--- src/rtl/hcis_pkg.sv ---
package hcis_pkg;
  localparam int REG_W  = 32;
  localparam int STAT_W = 7;
  localparam int CMD_W  = 8;

  localparam int B_OVERRUN = 0;
  localparam int B_SOF     = 2;
  localparam int B_RESUME  = 3;
  localparam int B_SYSERR  = 4;
  localparam int B_FRMWRAP = 5;
  localparam int B_HUBCHG  = 6;

  localparam logic [CMD_W-1:0] CMD_READ  = 8'h03;
  localparam logic [CMD_W-1:0] CMD_WRITE = 8'h83;

  // implemented bits, and bits software may clear
  localparam logic [STAT_W-1:0] IMPL_MASK = 7'b1111101;
  localparam logic [STAT_W-1:0] CLR_MASK  = 7'b1101101;
endpackage

--- src/rtl/hcis_evt_detect.sv ---
module hcis_evt_detect
  import hcis_pkg::*;
#(
  parameter int FRAME_W = 16,
  parameter int HUB_W   = 32,
  parameter int PORTS   = 2
) (
  input  logic                     clk_i,
  input  logic                     rst_ni,
  input  logic [FRAME_W-1:0]       frame_num_i,
  input  logic [HUB_W-1:0]         rh_status_i,
  input  logic [PORTS*HUB_W-1:0]   port_status_i,
  input  logic                     resume_i,
  input  logic                     host_resume_i,
  input  logic                     sof_i,
  input  logic                     sched_ovr_i,
  input  logic                     sys_err_i,
  output logic [STAT_W-1:0]        set_o
);
  localparam int MSB   = FRAME_W - 1;
  localparam int WORDS = PORTS + 1;
  localparam int ALL_W = WORDS * HUB_W;

  logic             primed_q;
  logic             msb_q;
  logic             resume_q;
  logic [ALL_W-1:0] hub_q;
  logic [ALL_W-1:0] hub_d;
  logic [WORDS-1:0] word_chg;
  logic             resume_rise;
  logic             unused_frame_lo;

  assign hub_d = {port_status_i, rh_status_i};
  assign unused_frame_lo = ^frame_num_i[MSB-1:0];

  for (genvar w = 0; w < WORDS; w++) begin : g_word
    assign word_chg[w] = hub_d[w*HUB_W +: HUB_W] != hub_q[w*HUB_W +: HUB_W];
  end

  always_ff @(posedge clk_i or negedge rst_ni) begin
    if (!rst_ni) begin
      primed_q <= 1'b0;
      msb_q    <= 1'b0;
      resume_q <= 1'b0;
      hub_q    <= '0;
    end else begin
      primed_q <= 1'b1;
      msb_q    <= frame_num_i[MSB];
      resume_q <= resume_i;
      hub_q    <= hub_d;
    end
  end

  // host-driven resume never counts as a device wakeup
  assign resume_rise = resume_i & ~resume_q & ~host_resume_i;

  always_comb begin
    set_o            = '0;
    set_o[B_OVERRUN] = sched_ovr_i;
    set_o[B_SOF]     = sof_i;
    set_o[B_RESUME]  = primed_q & resume_rise;
    set_o[B_SYSERR]  = sys_err_i;
    set_o[B_FRMWRAP] = primed_q & (frame_num_i[MSB] ^ msb_q);
    set_o[B_HUBCHG]  = primed_q & (|word_chg);
  end


  rd_host_block_chk: assert property (@(posedge clk_i) disable iff (!rst_ni)
    host_resume_i |-> !set_o[B_RESUME]);

  rd_held_chk: assert property (@(posedge clk_i) disable iff (!rst_ni)
    ($past(resume_i) && resume_i) |-> !set_o[B_RESUME]);

  fno_steady_chk: assert property (@(posedge clk_i) disable iff (!rst_ni)
    $stable(frame_num_i[MSB]) |-> !set_o[B_FRMWRAP]);

  hub_steady_chk: assert property (@(posedge clk_i) disable iff (!rst_ni)
    ($stable(rh_status_i) && $stable(port_status_i)) |-> !set_o[B_HUBCHG]);
endmodule

--- src/rtl/hcis_sticky_bits.sv ---
module hcis_sticky_bits
  import hcis_pkg::*;
#(
  parameter int              W    = STAT_W,
  parameter logic [W-1:0]    IMPL = IMPL_MASK,
  parameter logic [W-1:0]    CLRM = CLR_MASK
) (
  input  logic         clk_i,
  input  logic         rst_ni,
  input  logic [W-1:0] set_i,
  input  logic [W-1:0] clr_i,
  output logic [W-1:0] bits_o
);
  for (genvar k = 0; k < W; k++) begin : g_bit
    if (IMPL[k]) begin : g_impl
      logic q;
      logic clr_ok;
      assign clr_ok    = clr_i[k] & CLRM[k];
      assign bits_o[k] = q;

      always_ff @(posedge clk_i or negedge rst_ni) begin
        if (!rst_ni) q <= 1'b0;
        else         q <= set_i[k] | (q & ~clr_ok);
      end


      set_wins_chk: assert property (@(posedge clk_i) disable iff (!rst_ni)
        set_i[k] |=> bits_o[k]);

      no_spurious_chk: assert property (@(posedge clk_i) disable iff (!rst_ni)
        (!bits_o[k] && !set_i[k]) |=> !bits_o[k]);
      if (CLRM[k]) begin : g_clr

        clear_chk: assert property (@(posedge clk_i) disable iff (!rst_ni)
          (clr_i[k] && !set_i[k]) |=> !bits_o[k]);
      end else begin : g_hold

        hold_chk: assert property (@(posedge clk_i) disable iff (!rst_ni)
          bits_o[k] |=> bits_o[k]);
      end
    end else begin : g_rsvd
      assign bits_o[k] = 1'b0;
    end
  end
endmodule

--- src/rtl/hcis_ovr_cnt.sv ---
module hcis_ovr_cnt #(
  parameter int CNT_W = 2
) (
  input  logic             clk_i,
  input  logic             rst_ni,
  input  logic             inc_i,
  output logic [CNT_W-1:0] cnt_o
);
  logic [CNT_W-1:0] cnt_q;
  assign cnt_o = cnt_q;

  always_ff @(posedge clk_i or negedge rst_ni) begin
    if (!rst_ni)    cnt_q <= '0;
    else if (inc_i) cnt_q <= cnt_q + 1'b1;
  end


  cnt_step_chk: assert property (@(posedge clk_i) disable iff (!rst_ni)
    inc_i |=> cnt_o == CNT_W'($past(cnt_o) + 1'b1));

  cnt_hold_chk: assert property (@(posedge clk_i) disable iff (!rst_ni)
    !inc_i |=> $stable(cnt_o));
endmodule

--- src/rtl/hc_int_status.sv ---
module hc_int_status
  import hcis_pkg::*;
#(
  parameter int FRAME_W = 16,
  parameter int HUB_W   = 32,
  parameter int CNT_W   = 2
) (
  input  logic               clk_i,
  input  logic               rst_ni,
  input  logic               cmd_valid_i,
  input  logic [CMD_W-1:0]   cmd_i,
  input  logic [REG_W-1:0]   wdata_i,
  output logic [REG_W-1:0]   rdata_o,
  input  logic [FRAME_W-1:0] frame_num_i,
  input  logic [HUB_W-1:0]   rh_status_i,
  input  logic [HUB_W-1:0]   port1_status_i,
  input  logic [HUB_W-1:0]   port2_status_i,
  input  logic               resume_i,
  input  logic               host_resume_i,
  input  logic               sof_i,
  input  logic               sched_ovr_i,
  input  logic               sys_err_i,
  output logic [CNT_W-1:0]   ovr_count_o,
  output logic               halt_o
);
  localparam int PAD_W = REG_W - STAT_W;

  logic              rd_hit;
  logic              wr_hit;
  logic [STAT_W-1:0] set_vec;
  logic [STAT_W-1:0] clr_vec;
  logic [STAT_W-1:0] bits;
  logic [REG_W-1:0]  rdata_q;
  logic              unused_wdata_hi;

  assign rd_hit  = cmd_valid_i && (cmd_i == CMD_READ);
  assign wr_hit  = cmd_valid_i && (cmd_i == CMD_WRITE);
  assign clr_vec = wr_hit ? wdata_i[STAT_W-1:0] : '0;
  assign unused_wdata_hi = ^wdata_i[REG_W-1:STAT_W];

  hcis_evt_detect #(
    .FRAME_W (FRAME_W),
    .HUB_W   (HUB_W),
    .PORTS   (2)
  ) u_detect (
    .clk_i         (clk_i),
    .rst_ni        (rst_ni),
    .frame_num_i   (frame_num_i),
    .rh_status_i   (rh_status_i),
    .port_status_i ({port2_status_i, port1_status_i}),
    .resume_i      (resume_i),
    .host_resume_i (host_resume_i),
    .sof_i         (sof_i),
    .sched_ovr_i   (sched_ovr_i),
    .sys_err_i     (sys_err_i),
    .set_o         (set_vec)
  );

  hcis_sticky_bits #(
    .W    (STAT_W),
    .IMPL (IMPL_MASK),
    .CLRM (CLR_MASK)
  ) u_bits (
    .clk_i  (clk_i),
    .rst_ni (rst_ni),
    .set_i  (set_vec),
    .clr_i  (clr_vec),
    .bits_o (bits)
  );

  hcis_ovr_cnt #(
    .CNT_W (CNT_W)
  ) u_cnt (
    .clk_i  (clk_i),
    .rst_ni (rst_ni),
    .inc_i  (sched_ovr_i),
    .cnt_o  (ovr_count_o)
  );

  always_ff @(posedge clk_i or negedge rst_ni) begin
    if (!rst_ni)     rdata_q <= '0;
    else if (rd_hit) rdata_q <= {{PAD_W{1'b0}}, bits};
  end

  assign rdata_o = rdata_q;
  assign halt_o  = bits[B_SYSERR];


  rdata_hold_chk: assert property (@(posedge clk_i) disable iff (!rst_ni)
    !rd_hit |=> $stable(rdata_o));

  rdata_load_chk: assert property (@(posedge clk_i) disable iff (!rst_ni)
    rd_hit |=> rdata_o[STAT_W-1:0] == $past(bits));

  rsvd_zero_chk: assert property (@(posedge clk_i) disable iff (!rst_ni)
    (rdata_o[REG_W-1:STAT_W] == '0) && !rdata_o[1]);

  halt_sticky_chk: assert property (@(posedge clk_i) disable iff (!rst_ni)
    halt_o |=> halt_o);

  halt_set_chk: assert property (@(posedge clk_i) disable iff (!rst_ni)
    sys_err_i |=> halt_o);
endmodule

--- config.mk ---
export PLATFORM = sky130hd
export DESIGN_NAME = hc_int_status
export DESIGN_NICKNAME = d
export VERILOG_FILES = /design/src/rtl/hcis_pkg.sv /design/src/rtl/hcis_evt_detect.sv /design/src/rtl/hcis_sticky_bits.sv /design/src/rtl/hcis_ovr_cnt.sv /design/src/rtl/hc_int_status.sv
export SDC_FILE = /design/constraint.sdc
export NUM_CORES = 1
export LEC_CHECK = 0
export BUFFER_PORTS_ARGS = -buffer_cell sky130_fd_sc_hd__buf_2
export CORE_MARGIN = 1.5
export CORE_UTILIZATION = 44
export CTS_BUF_LIST = sky130_fd_sc_hd__clkbuf_4 sky130_fd_sc_hd__clkbuf_8
export DETAILED_ROUTE_END_ITERATION = 6
export GPL_TIMING_DRIVEN = 1
export MAX_ROUTING_LAYER = met4
export PLACE_DENSITY_LB_ADDON = 0.1
export SKIP_LAST_GASP = 1
export SLEW_MARGIN = 20
export SYNTH_ARGS = -nofsm -noshare
export SYNTH_HDL_FRONTEND = slang
export SYNTH_HIERARCHICAL = 1
export SYNTH_SLANG_ARGS = --single-unit
--- constraint.sdc ---
create_clock -name clk_i -period 1.55 [get_ports clk_i]
set_clock_uncertainty 0.15 [all_clocks]
set_input_delay 0 -clock clk_i [delete_from_list [all_inputs] [get_ports clk_i]]
set_output_delay 0 -clock clk_i [all_outputs]
set_load 0.01 [all_outputs]
==> results of run 1 <==
[report_power, final]
part           internal, W  leakage, nW  switching [W]
combinational     0.000522         1.50       0.000372
sequential         0.00315         1.33      0.0000874
clock              0.00146        0.191        0.00113
[worst reg2reg max path: stages, from the launching register on]
cell and delay [ns]:
dfrtp_1 0.37, xnor2_1 0.16, nand4_1 0.18, nor4_4 0.37, nand4_1 0.13, o31a_1 0.26, a21o_1 0.15
[layout make-up]
| cell class | count | area (µm²) | area share |
|---|---|---|---|
| Multi-Input combinational cell | 184 | 1439 | 0.2152 |
| Timing Repair Buffer | 243 | 1822 | 0.2725 |
| Tap cell | 133 | 166.4 | 0.02489 |
| Inverter | 6 | 22.52 | 0.003368 |
| Clock inverter | 9 | 80.08 | 0.01198 |
| Clock buffer | 23 | 304.0 | 0.04547 |
| Sequential cell | 114 | 2853 | 0.4266 |
[per-stage QoR]
step / total power [W] / area, µm²
floorplan: 0.003651 / 4542
CTS: 0.006797 / 6663
detailed placement: 0.003962 / 5166
finish: 0.006719 / 6686
global route: 0.007042 / 6686
global placement: 0.003947 / 5166
[final timing paths]
kind / end / cells past startpoint
worst max-delay path: u_bits/g_bit[6].g_impl.q / 6
worst min-delay path: u_bits/g_bit[6].g_impl.q / 7
worst max register to register: u_bits/g_bit[6].g_impl.q / 6
worst min register to register: u_cnt/cnt_o[1] / 1
max in group asynchronous: u_detect/hub_q[95] / 4
min in group asynchronous: u_detect/hub_q[31] / 3
[registers in the layout (all words and copies together) (netlist names)]
register and flops:
rdata_o 7, u_bits/g_bit.g_impl.q 6, u_cnt/cnt_o 2, u_detect/hub_q 96, u_detect/msb_q 1, u_detect/primed_q 1
u_detect/resume_q 1
[metal layers]
layer	share of wire	vias to the layer above	global-route usage
li1	-	1493	-
met1	0.42	1447	0.2230
met2	0.51	105	0.3138
met3	0.060	6	0.06482
met4	0.0057	0	0.05655
met5	0	-	-
[timing repair]
item / CTS / global route
endpoints found under the setup margin: 1 / 1
endpoints found under the hold margin: 221 / 1
hold buffers: 109 / 1
pin swaps: 13 / 10
resized for setup: 3 / 2
==> impl_metrics.tcl, run 1 <==
set metrics [dict create \
    p_leak_nw 3.019 \
    cts_buffer_depth 2 \
    hp-start "port1_status_i[20]" \
    cp_slowest_stage_delay_ns 0.37 \
    finalMaxSlewViolations 0 \
    die_w_um 103.5 \
    tns_ns -0.3125 \
    antenna_left 0 \
    final_util 0.6841 \
    yosys_warnings 6 \
    reg2reg_slack_ns -0.31 \
    nets 726 \
    layout_setup_ws_ns -0.3125 \
    antenna_cells 0 \
    synth_cells 315 \
    path_cells "xnor2_1 -> nand4_1 -> nor4_4 -> nand4_1 -> o31a_1 -> a21o_1" \
    crit_slowest_cell "dfrtp_1" \
    via_count 3051 \
    crit_buf_inv 0 \
    n_fill_cell 741 \
    cts_root_buffer "clkbuf_8" \
    post-route-min-period_ns 1.863 \
    timing.rr.start "u_detect/hub_q[83]" \
    max_freq_mhz 536.9 \
    cts.sink_count 114 \
    grt_overflow 0 \
    syn_area_per_cell_um2 14.12 \
    clk_pin_slew_worst_paths_ns 0.07 \
    antenna_found_initial 0 \
    dieHeight_um 103.5 \
    post_cts_buffers 0 \
    layout_common_cells "buf_2, dfrtp_1, dlygate4sd3_1" \
    first_pass_iters 4 \
    critical_path_arrival_ns 2.01 \
    io_pins 195 \
    io_buffer_count 127 \
    tritoncts "built" \
    cpMostUsedCell "nand4_1" \
    violations "negative setup slack" \
    crit_fanout 1 \
    cts_buffers 17 \
    vdd_drop_max_uv 890.6 \
    syn_area_um2 4448 \
    path_delay_family "simple AND/OR/NAND/NOR gates" \
    timing.hold.ws_ns 0.03642 \
    coreArea_um2 9774 \
    dp.final_hpwl_um 6062 \
    maxCapViolCount 0 \
    first_iter_violations 63 \
    viasPerCell 4.285 \
    setup_violations 1 \
    setup.worst_path.end_class "flop" \
    instances_no_fill 712 \
    insertion_delay_ns 0.41 \
    grt_max_degree 35 \
    finalCritPeriodShare 1.202 \
    gp_congestion 0.7357 \
    required_ns 1.70 \
    hold_viol 0 \
    final_common_cell "buf_2" \
    grt_pass1_vias 3405 \
    drive_gt1_frac 0.3092 \
    min_path_type "input pin to flop" \
    drc 0 \
    row_count 36 \
    htree_levels 4 \
    synthToLayoutAreaGrowth_pct 50.32 \
    initial_core_util 0.4551 \
    cp-start-kind "flop" \
    grtUsageTotal 0.1907 \
    grt_pass1_wl_um 15500 \
    wl_per_cell_um 12.87 \
    rsz0062_at_grt "yes" \
    p_per_area_nw_per_um2 1005 \
    status "complete, but fails checks" \
    dp_cells 570 \
    cp-startpoint "u_detect/hub_q[83]" \
    wirelength_um 9164 \
    die_area_um2 10720 \
    critPathKind "flop to flop" \
    dpl_worst_slack_ns -0.4741 \
]
(Power assumes the default switching activity.)
==> run 2: changes to the inputs <==
- SETUP_SLACK_MARGIN: not set -> 0.2
==> run 2 against run 1 <==
  * The flow still finishes with violations (negative setup slack)
  * First-iteration DRC count up 21%
  * Via count up 1.2%
  * Core utilization up 0.064 points
  * Worst hold slack worse by 0.015 ns
  * Cell count unchanged
  * Global-route usage up 0.28 points
==> impl_metrics.tcl, run 2 (synthesis results as in run 1) <==
set metrics [dict create \
    status "complete, but fails checks" \
    violations "negative setup slack" \
    final_area_um2 6693 \
    drive_gt1_frac 0.3057 \
    path_delay_family "simple AND/OR/NAND/NOR gates" \
    cts_buffers 17 \
    crit_fanout 1 \
    die_area_um2 10720 \
    die_w_um 103.5 \
    worst_pin_slew_ns 0.5316 \
    htree_levels 4 \
    grt_pass1_wl_um 15650 \
    layout_setup_ws_ns -0.3992 \
    grt_max_degree 74 \
    crit_buf_inv 1 \
    via_count 3089 \
    nets 726 \
    io_pins 195 \
    path_cells "xnor2_1 -> nand4_1 -> nor4_4 -> buf_4 -> nand4_1 -> o31a_1 -> a21o_1" \
    gp_congestion 0.7165 \
    tritoncts "built" \
    first_pass_iters 4 \
    hold_viol 0 \
    maxCapViolCount 0 \
    grtUsageTotal 0.1935 \
    cts_buffer_depth 2 \
    dp.final_hpwl_um 5792 \
    rsz0062_at_grt "yes" \
    antenna_left 0 \
    clk_pin_slew_worst_paths_ns 0.08 \
    synthToLayoutAreaGrowth_pct 50.46 \
    setup.worst_path.end_class "flop" \
    place_area_um2 5141 \
    grt_overflow 0 \
    max_freq_mhz 513.0 \
    crit_slowest_cell "dfrtp_1" \
    setup_violations 1 \
    min_path_type "input pin to asynchronous set/reset pin" \
    io_buffer_count 127 \
    grt_pass1_vias 3319 \
    viasPerCell 4.338 \
    initial_core_util 0.4551 \
    final_util 0.6847 \
    cp_slowest_stage_delay_ns 0.38 \
    post-route-min-period_ns 1.949 \
    critPathKind "flop to flop" \
    post_cts_buffers 0 \
    cts.sink_count 114 \
    antenna_cells 0 \
    relSlewSlack 0.6444 \
    required_ns 1.70 \
    wl_per_cell_um 12.96 \
    drc 0 \
    dieHeight_um 103.5 \
    cpMostUsedCell "nand4_1" \
    insertion_delay_ns 0.41 \
    regMostFlops "u_detect/hub_q" \
    first_iter_violations 76 \
    timing.hold.ws_ns 0.02189 \
    vdd_drop_max_uv 744.7 \
    row_count 36 \
    coreArea_um2 9774 \
    antenna_found_initial 0 \
    cts_root_buffer "clkbuf_8" \
    p_per_area_nw_per_um2 1054 \
    largest_reg_flops 96 \
    finalCritPeriodShare 1.258 \
    cp-start-kind "flop" \
    wirelength_um 9229 \
    finalMaxSlewViolations 0 \
    layout_common_cells "buf_2, dfrtp_1, dlygate4sd3_1" \
    n_fill_cell 765 \
    p_leak_nw 3.017 \
    critical_path_arrival_ns 2.10 \
    final_common_cell "buf_2" \
]
run 2: changes by cell type in the layout (fill, tap and decap cells not counted), moves of 2 or more:
| cell | before | now |
|---|---|---|
| clkbuf_4 | 2 | 0 |
| clkinv_2 | 4 | 1 |
| inv_6 | 0 | 4 |
| buf_12 | 3 | 1 |
| clkinv_4 | 0 | 2 |
| clkbuf_8 | 21 | 18 |
| bufinv_16 | 1 | 3 |
run 2: metrics by stage:
step | total power [W] | TNS [ns] | cells | setup WS [ns]
after global placement | 0.003932 | -1.490 | 570 | -0.4828
after detailed placement | 0.003947 | -1.606 | 570 | -0.5022
final | 0.007053 | -0.3992 | 712 | -0.3992
after floorplan | 0.003651 | -0.3133 | 339 | -0.04881
after global routing | 0.007367 | -0.4938 | 712 | -0.4938
after CTS | 0.007133 | -0.3873 | 711 | -0.3873
run 2: power breakdown:
part	leakage [nW]	switching [W]	internal, W
Clock	0.203	0.00129	0.00165
Sequential	1.33	0.0000862	0.00315
Combinational	1.49	0.000367	0.000512
Total	3.02	0.00174	0.00531
run 2: repair_timing:
| action | in CTS | in global routing |
|---|---|---|
| resized for setup | 3 | 1 |
| pin swaps | 5 | 4 |
| hold endpoints to repair | 227 | 1 |
| hold buffers | 109 | 1 |
| endpoints found under the setup margin | 1 | 5 |
run 2: final cells by class:
| class | instances | area [µm²] | share of cell area |
|---|---|---|---|
| clock buffer | 18 | 247.7 | 0.03702 |
| sequential | 114 | 2853 | 0.4262 |
| clock inverter | 14 | 177.7 | 0.02655 |
| tap | 133 | 166.4 | 0.02486 |
| inverter | 6 | 22.52 | 0.003365 |
| timing repair buffer | 243 | 1800 | 0.2690 |
| multi-input combinational | 184 | 1425 | 0.2129 |
run 2: worst paths after layout:
path                                            endpoint  depth (start not counted)  slack [ns]                from
worst max-delay path            u_bits/g_bit[6].g_impl.q                          7       -0.40  u_detect/hub_q[46]
worst min-delay path                  u_detect/hub_q[94]                          3        0.02              rst_ni
worst max register to register  u_bits/g_bit[6].g_impl.q                          7       -0.40  u_detect/hub_q[46]
worst min register to register            u_cnt/cnt_o[1]                          1        0.32      u_cnt/cnt_o[1]
max in group asynchronous             u_detect/hub_q[35]                          3        0.35              rst_ni
min in group clk_i                            rdata_o[1]                          5        0.03         cmd_valid_i
run 2: worst min-delay path: stages:
cell	delay, ns
dlygate4sd3_1	0.52
buf_4	0.14
buf_12	0.33
run 2: layer usage:
metal	GRT usage	vias up	routed length, µm	part of all wire
met3	0.05412	14	511	0.055
met2	0.3233	107	4726	0.51
met1	0.2218	1479	3864	0.42
li1	-	1489	-	-
met4	0.07540	0	127	0.014
met5	-	-	0	0
